### src/rtl/bss_pkg.sv
package bss_pkg;
    typedef enum logic [1:0] {
        BS_INT = 2'd0,
        BS_CMD = 2'd1,
        BS_MID = 2'd2,
        BS_END = 2'd3
    } bus_state_e;
endpackage

### src/rtl/bss_dwell_timer.sv
module bss_dwell_timer #(
    parameter int LEN_W = 8
) (
    input  logic             clk,
    input  logic             rst_n,
    input  logic             load,
    input  logic [LEN_W-1:0] len_in,
    input  logic             clear,
    input  logic             adv,
    output logic             last
);
    localparam logic [LEN_W-1:0] ONE = LEN_W'(1);

    logic [LEN_W-1:0] len_q;
    logic [LEN_W-1:0] cnt_q;

    always_ff @(posedge clk or negedge rst_n) begin
        if (!rst_n) begin
            len_q <= ONE;
        end else if (load) begin
            len_q <= (len_in == '0) ? ONE : len_in;
        end
    end

    always_ff @(posedge clk or negedge rst_n) begin
        if (!rst_n) begin
            cnt_q <= '0;
        end else if (clear) begin
            cnt_q <= '0;
        end else if (adv) begin
            cnt_q <= last ? '0 : cnt_q + ONE;
        end
    end

    assign last = (cnt_q == len_q - ONE);
endmodule

### src/rtl/bss_state_fsm.sv
module bss_state_fsm
    import bss_pkg::*;
(
    input  logic       clk,
    input  logic       rst_n,
    input  logic       start,
    input  logic       cmd_write,
    input  logic       sclk_tick,
    input  logic       pkt_err,
    input  logic       last,
    output bus_state_e state,
    output logic       two_mode,
    output logic       wr_mode,
    output logic       load,
    output logic       clear,
    output logic       adv
);
    bus_state_e state_d;
    logic       two_d;
    logic       wr_d;
    logic       run;

    always_comb begin
        state_d = state;
        two_d   = two_mode;
        wr_d    = wr_mode;
        load    = 1'b0;
        clear   = 1'b0;
        run     = 1'b0;
        unique case (state)
            BS_INT: begin
                if (start && !(two_mode && pkt_err)) begin
                    state_d = BS_CMD;
                    two_d   = 1'b0;
                    wr_d    = cmd_write;
                    load    = 1'b1;
                    clear   = 1'b1;
                end else if (two_mode) begin
                    run = 1'b1;
                    if (sclk_tick && last) state_d = BS_CMD;
                end
            end
            BS_CMD: begin
                if (!two_mode && pkt_err) begin
                    state_d = BS_INT;
                    two_d   = 1'b1;
                    clear   = 1'b1;
                end else begin
                    run = 1'b1;
                    if (sclk_tick && last) state_d = two_mode ? BS_INT : BS_MID;
                end
            end
            BS_MID: begin
                if (pkt_err) begin
                    state_d = BS_INT;
                    two_d   = 1'b1;
                    clear   = 1'b1;
                end else begin
                    run = 1'b1;
                    if (sclk_tick && last) state_d = BS_END;
                end
            end
            BS_END: begin
                if (pkt_err) begin
                    state_d = BS_INT;
                    two_d   = 1'b1;
                    clear   = 1'b1;
                end else begin
                    run = 1'b1;
                    if (sclk_tick && last) state_d = BS_INT;
                end
            end
            default: state_d = BS_INT;
        endcase
    end

    assign adv = run && sclk_tick;

    always_ff @(posedge clk or negedge rst_n) begin
        if (!rst_n) begin
            state    <= BS_INT;
            two_mode <= 1'b0;
            wr_mode  <= 1'b0;
        end else begin
            state    <= state_d;
            two_mode <= two_d;
            wr_mode  <= wr_d;
        end
    end
endmodule

### src/rtl/bss_out_decode.sv
module bss_out_decode
    import bss_pkg::*;
(
    input  bus_state_e  state,
    input  logic        two_mode,
    input  logic        wr_mode,
    output logic        bs_strobe,
    output logic [1:0]  phase,
    output logic        sdio_drive,
    output logic        busy,
    output logic        two_state
);
    always_comb begin
        phase      = state;
        two_state  = two_mode;
        bs_strobe  = 1'b0;
        sdio_drive = 1'b0;
        busy       = 1'b1;
        unique case (state)
            BS_INT: busy = 1'b0;
            BS_CMD: begin
                bs_strobe  = 1'b1;
                sdio_drive = 1'b1;
            end
            BS_MID: sdio_drive = wr_mode;
            BS_END: bs_strobe = 1'b1;
            default: busy = 1'b0;
        endcase
    end
endmodule

### src/rtl/bus_state_seq.sv
module bus_state_seq
    import bss_pkg::*;
#(
    parameter int LEN_W = 8
) (
    input  logic             clk,
    input  logic             rst_n,
    input  logic             start,
    input  logic             cmd_write,
    input  logic [LEN_W-1:0] len,
    input  logic             sclk_tick,
    input  logic             pkt_err,
    output logic             bs_strobe,
    output logic [1:0]       phase,
    output logic             sdio_drive,
    output logic             busy,
    output logic             two_state
);
    bus_state_e state;
    logic two_mode, wr_mode, load, clear, adv, last;

    bss_dwell_timer #(.LEN_W(LEN_W)) u_timer (
        .clk(clk), .rst_n(rst_n), .load(load), .len_in(len),
        .clear(clear), .adv(adv), .last(last)
    );

    bss_state_fsm u_fsm (
        .clk(clk), .rst_n(rst_n), .start(start), .cmd_write(cmd_write),
        .sclk_tick(sclk_tick), .pkt_err(pkt_err), .last(last),
        .state(state), .two_mode(two_mode), .wr_mode(wr_mode),
        .load(load), .clear(clear), .adv(adv)
    );

    bss_out_decode u_dec (
        .state(state), .two_mode(two_mode), .wr_mode(wr_mode),
        .bs_strobe(bs_strobe), .phase(phase), .sdio_drive(sdio_drive),
        .busy(busy), .two_state(two_state)
    );
endmodule

### config.mk
export PLATFORM = sky130hd
export DESIGN_NAME = bus_state_seq
export DESIGN_NICKNAME = d
export VERILOG_FILES = /design/src/rtl/bss_pkg.sv /design/src/rtl/bss_dwell_timer.sv /design/src/rtl/bss_state_fsm.sv /design/src/rtl/bss_out_decode.sv /design/src/rtl/bus_state_seq.sv
export SDC_FILE = /design/constraint.sdc
export NUM_CORES = 1
export LEC_CHECK = 0
export BUFFER_PORTS_ARGS = -buffer_cell sky130_fd_sc_hd__buf_2
export CAP_MARGIN = 10
export CORE_MARGIN = 5
export CORE_UTILIZATION = 51
export CTS_CLUSTER_SIZE = 30
export DETAILED_ROUTE_END_ITERATION = 7
export PLACE_DENSITY = 0.75
export SLEW_MARGIN = 20
export SYNTH_ARGS = -nofsm -noshare
export SYNTH_HDL_FRONTEND = slang
export SYNTH_SLANG_ARGS = --single-unit
### constraint.sdc
create_clock -name clk -period 1.9 [get_ports clk]
set_input_delay 0.095 -clock clk [delete_from_list [all_inputs] [get_ports clk]]
set_output_delay 0.095 -clock clk [all_outputs]
set_load 0.1 [all_outputs]
==> results of run 1 <==
state kept, by name, indices dropped and copies added (netlist names):
name            count
u_timer.len_q       8
u_fsm.state         2
u_fsm.wr_mode       1
u_fsm.two_mode      1
u_timer.cnt_q       8
critical path: stages (launching register included):
cell and delay [ns]:
dfrtp_4 0.54, ha_4 0.20, nor2b_4 0.13, o31a_1 0.29, buf_4 0.16, o31ai_4 0.28, nor3b_2 0.07, o21ai_1 0.19
a21oi_2 0.08
routing by layer:
metal,vias to the layer above,GRT usage,share of wire
li1,602,-,-
met1,621,0.203,0.42
met2,31,0.301,0.53
met3,14,0.0144,0.020
met4,0,0.114,0.032
met5,-,0,0
power breakdown:
group	internal [mW]	switching [mW]	total, mW
registers	0.606	0.225	0.830
logic	1.17	1.53	2.70
clock network	0.117	0.135	0.252
cells in the mapped netlist (2+ instances only):
cell      instances
dfrtp_1          19
nand2_1          14
xnor2_1          11
nor2_1           10
inv_1             9
mux2_2            8
ha_1              7
a21oi_1           5
nor3_1            5
o21ai_0           5
nor2b_1           4
o21ai_1           4
mux2i_1           3
nand3_1           3
xor2_1            3
clkbuf_1          2
nand2b_1          2
nor3_2            2
nor3b_1           2
nor4_1            2
o31ai_1           2
or2_2             2
final cells by class:
type	count	area, µm²	area share
repair buffers	42	308	0.156
clock buffers	4	36.3	0.0184
multi-input cells	113	1040	0.525
inverters	9	42.5	0.0215
flip-flops and latches	20	512	0.259
well taps	31	38.8	0.0196
worst paths after layout:
path / slack, ns / endpoint / start
worst max-delay path: -0.15 / u_timer.cnt_q[2] / u_fsm.state[0]
worst min-delay path: 0.02 / u_fsm.wr_mode / cmd_write
worst max register to register: -0.15 / u_timer.cnt_q[2] / u_fsm.state[0]
worst min register to register: 0.54 / u_fsm.wr_mode / u_fsm.wr_mode
max in group asynchronous: 1.30 / u_fsm.state[0] / rst_n
min in group asynchronous: 0.25 / u_fsm.two_mode / rst_n
timing repair:
action | in CTS | in global routing
hold endpoints to repair | 19 | 0
setup buffers | 2 | 2
endpoints found under the setup margin | 10 | 11
pin swaps | 4 | 8
hold buffers | 1 | 0
resized for setup | 9 | 16
kinds of logic after synthesis:
| kind of cell | after synthesis | share of synthesized area |
|---|---|---|
| and+or+nand+nor | 53 | 0.209 |
| DFF | 20 | 0.361 |
| adders and majority gates | 7 | 0.0629 |
| muxes | 11 | 0.0863 |
| AOI/OAI and AO/OA | 28 | 0.164 |
| xor gates and xnor gates | 14 | 0.0881 |
| buffers and inverters | 11 | 0.0297 |
==> impl_metrics.toml, run 1 <==
[run_status]
status = "finished with violations"
failed_checks = "setup timing"

[die]
die-area_um2 = 3870
die_h_um = 62.2
rows = 19
initial_utilization = 0.518
die_x_um = 62.2
core_area_um2 = 2690
ioPinCount = 20

[synthesis]
ys_ff_latch = 20
synth_cells = 144
synth_ff_type = "dfrtp_1"
synth_top_area_share = 0.342
synth_edf_count = 0
syn_avg_cell_area_um2 = 9.66
synth_cell_types = 42
yosysTopAreaCell = "dfrtp_1"
ys_async_sr_fraction = 1.00
synth_warnings = 0
syn_area_um2 = 1390
synth_nets = 165
ys_seq_area_frac = 0.361
synthTopCellsByArea = "dfrtp_1 (34%), xnor2_1 (6.9%), mux2_2 (6.5%)"

[drt]
routed_via_density = 5.79
drc = 0
vias = 1268
drtPass1Iterations = 4
ant_nets = 0
routedWlPerCell_um = 15.0
drtIter0Drc = 71
routed_wirelength_mm = 3.29

[global_routing]
antenna_found_initial = 0
grt_pass1_wl_mm = 5.62
track_usage = 0.174
overflow = 0
grt_max_degree = 21
grt_pass1_vias = 1350

[sta]
drv_slew = 0
maxSlewHeadroom = 0.677
finalHoldViolCount = 0
setup_viol = 10
min_period_ns = 2.05
tns_ns = -1.16
fin_skew_ns = 0.00268
tightestPinTransition_ns = 0.487
setup_slack_ns = -0.153
timing.hold.ws_ns = 0.0198
grt_setup_unrepaired = "yes"
fin_crit_sh = 1.08
fmax_mhz = 487

[final_layout]
insertedDiodeCount = 0
layout_commonest_cell = "buf_4"
drive_above_1_share = 0.537
postLayoutCellArea_um2 = 1970
final_util = 0.735
final_nets = 210
n_fill_cell = 179
stdcell_count = 219
area_growth_pct = 41.9
most-common-layout-cells = "buf_4 (19), buf_2 (17), dfrtp_1 (15)"

[critical_path]
critPathMaxFanout = 4
critPathKind = "flip-flop to flip-flop"
startpoint_type = "flip-flop"
reg2reg_depth = 8
cp.required_ns = 2.10
worstPathArrival_ns = 2.25
end_kind = "flip-flop"

[clocking]
path_clk_slew_ns = 0.11
htree_levels = 1
cts_tree = "yes"
insertion_delay_ns = 0.31
numClockSinks = 20
cts_root_buf = "clkbuf_4"
numCtsBuffers = 3
clk_path_buf_depth = 2

[placement]
dpl.cell_count = 211
place_area_um2 = 1800
place.port_buffers = 19
place_congestion = 0.882
pre_cts_ws_ns = -0.304
hpwlAfterDp_mm = 2.51

[power_and_ir_drop]
powerDensity_nw_per_um2 = 1910
ir_worst_vdd_mv = 1.85
p_total_mw = 3.78
leakage_nw = 0.807

[hold_path]
min_path_type = "primary input to flip-flop"
hold_path_depth = 2

[run]
maxCapViolations = 0
Power figures use the tool's default switching activity.
==> run 2, diff against run 1 <==
SLEW_MARGIN = 10   (was 20)
clock period = 1.7 ns   (was 1.9 ns; I/O delays follow)
==> impl_metrics.toml, run 2 (synthesis gave the netlist of run 1 again) <==
[run_status]
status = "finished with violations"
failed_checks = "setup timing"

[critical_path]
critPathMaxFanout = 5
startpoint_type = "flip-flop"
worstPathArrival_ns = 2.36
end_kind = "flip-flop"
cp.required_ns = 1.92
critPathKind = "flip-flop to flip-flop"

[drt]
routed_via_density = 5.80
drtIter0Drc = 74
drc = 0
vias = 1386
ant_nets = 0
routedWlPerCell_um = 19.5
routed_wirelength_mm = 4.65
drtPass1Iterations = 4

[clocking]
clk_path_buf_depth = 2
insertion_delay_ns = 0.32
cts_root_buf = "clkbuf_4"
path_clk_slew_ns = 0.12
cts_tree = "yes"
numCtsBuffers = 3
htree_levels = 1
numClockSinks = 20

[final_layout]
most-common-layout-cells = "buf_4 (27), buf_2 (16), dfrtp_1 (15)"
layout_commonest_cell = "buf_4"
stdcell_count = 239
postLayoutCellArea_um2 = 2260
final_nets = 230
largestRegisters = "u_timer.cnt_q (8), u_timer.len_q (8), u_fsm.state (2)"
insertedDiodeCount = 0
drive_above_1_share = 0.567
area_growth_pct = 62.8

[die]
rows = 19
initial_utilization = 0.518
die-area_um2 = 3870
die_x_um = 62.2
core_area_um2 = 2690
die_h_um = 62.2
ioPinCount = 20

[sta]
drv_slew = 0
fin_crit_sh = 1.26
tightestPinTransition_ns = 0.491
finalHoldViolCount = 0
fmax_mhz = 467
grt_setup_unrepaired = "yes"
min_period_ns = 2.14
fin_skew_ns = 0.00555
maxSlewHeadroom = 0.670
setup_viol = 15
setup_slack_ns = -0.443

[power_and_ir_drop]
powerDensity_nw_per_um2 = 2200
ir_worst_vdd_mv = 2.36
leakage_nw = 0.958

[global_routing]
grt_max_degree = 21
grt_pass1_vias = 1484
track_usage = 0.218
overflow = 0
grt_pass1_wl_mm = 6.83
antenna_found_initial = 0

[placement]
place_congestion = 0.875
hpwlAfterDp_mm = 2.73
pre_cts_ws_ns = -0.469
place.port_buffers = 19
place_area_um2 = 1900
dpl.cell_count = 222

[hold_path]
min_path_type = "primary input to flip-flop"

[run]
maxCapViolations = 0
[run 2: worst paths after layout]
check / slack, ns / cells past startpoint / to / start
worst max-delay path: -0.44 / 7 / u_timer.cnt_q[4] / u_fsm.state[0]
worst min-delay path: 0.003 / 2 / u_timer.len_q[7] / len[7]
worst max register to register: -0.44 / 7 / u_timer.cnt_q[4] / u_fsm.state[0]
worst min register to register: 0.55 / 1 / u_timer.len_q[7] / u_timer.len_q[7]
max in group asynchronous: 1.10 / 2 / u_fsm.state[0] / rst_n
min in group asynchronous: 0.23 / 2 / u_fsm.two_mode / rst_n
[run 2: report_power, final]
part           switching (mW)  internal, mW  leakage [nW]  total [mW]
Clock                   0.162         0.131        0.0210       0.293
Sequential              0.279         0.683         0.245       0.961
Combinational            1.99          1.73         0.692        3.72
[run 2: critical path, stage by stage (launching register included)]
cell	delay, ns
dfrtp_4	0.54
ha_4	0.21
nor2b_4	0.14
o31a_1	0.30
o311ai_4	0.46
nor2_1	0.11
xnor2_1	0.21
nor2_1	0.06
[run 2: final cells by class]
class | instances | area [µm²]
Timing Repair Buffer | 62 | 551
Multi-Input combinational cell | 113 | 1080
Tap cell | 31 | 38.8
Sequential cell | 20 | 514
Inverter | 9 | 47.5
Clock buffer | 4 | 36.3
Fill cell | 152 | 422
[run 2: stage by stage]
| step | hold slack, ns | power [mW] | util | TNS, ns |
|---|---|---|---|---|
| after detailed placement | 0.0652 | 3.81 | 0.706 | -3.79 |
| after floorplan | -0.211 | 2.83 | - | -3.45 |
| after global routing | -0.000671 | 5.22 | 0.843 | -5.26 |
| after global placement | 0.0526 | 3.70 | 0.706 | -3.08 |
| after CTS | 0.00376 | 4.54 | 0.792 | -3.19 |
| final | 0.00260 | 4.98 | 0.843 | -3.73 |
[run 2: per-layer routing]
metal | vias to the layer above | track usage | share of wire
met3 | 23 | 0.0342 | 0.031
met5 | - | 0 | 0
met2 | 37 | 0.412 | 0.56
met1 | 686 | 0.225 | 0.36
li1 | 640 | - | -
met4 | 0 | 0.117 | 0.052
[run 2: what timing repair did]
action	in CTS	in global routing
setup endpoints to repair	14	22
setup buffers	6	5
hold buffers	1	2
pin swaps	10	6
gates resized for setup	28	17
gates cloned	0	1
hold endpoints to repair	19	2
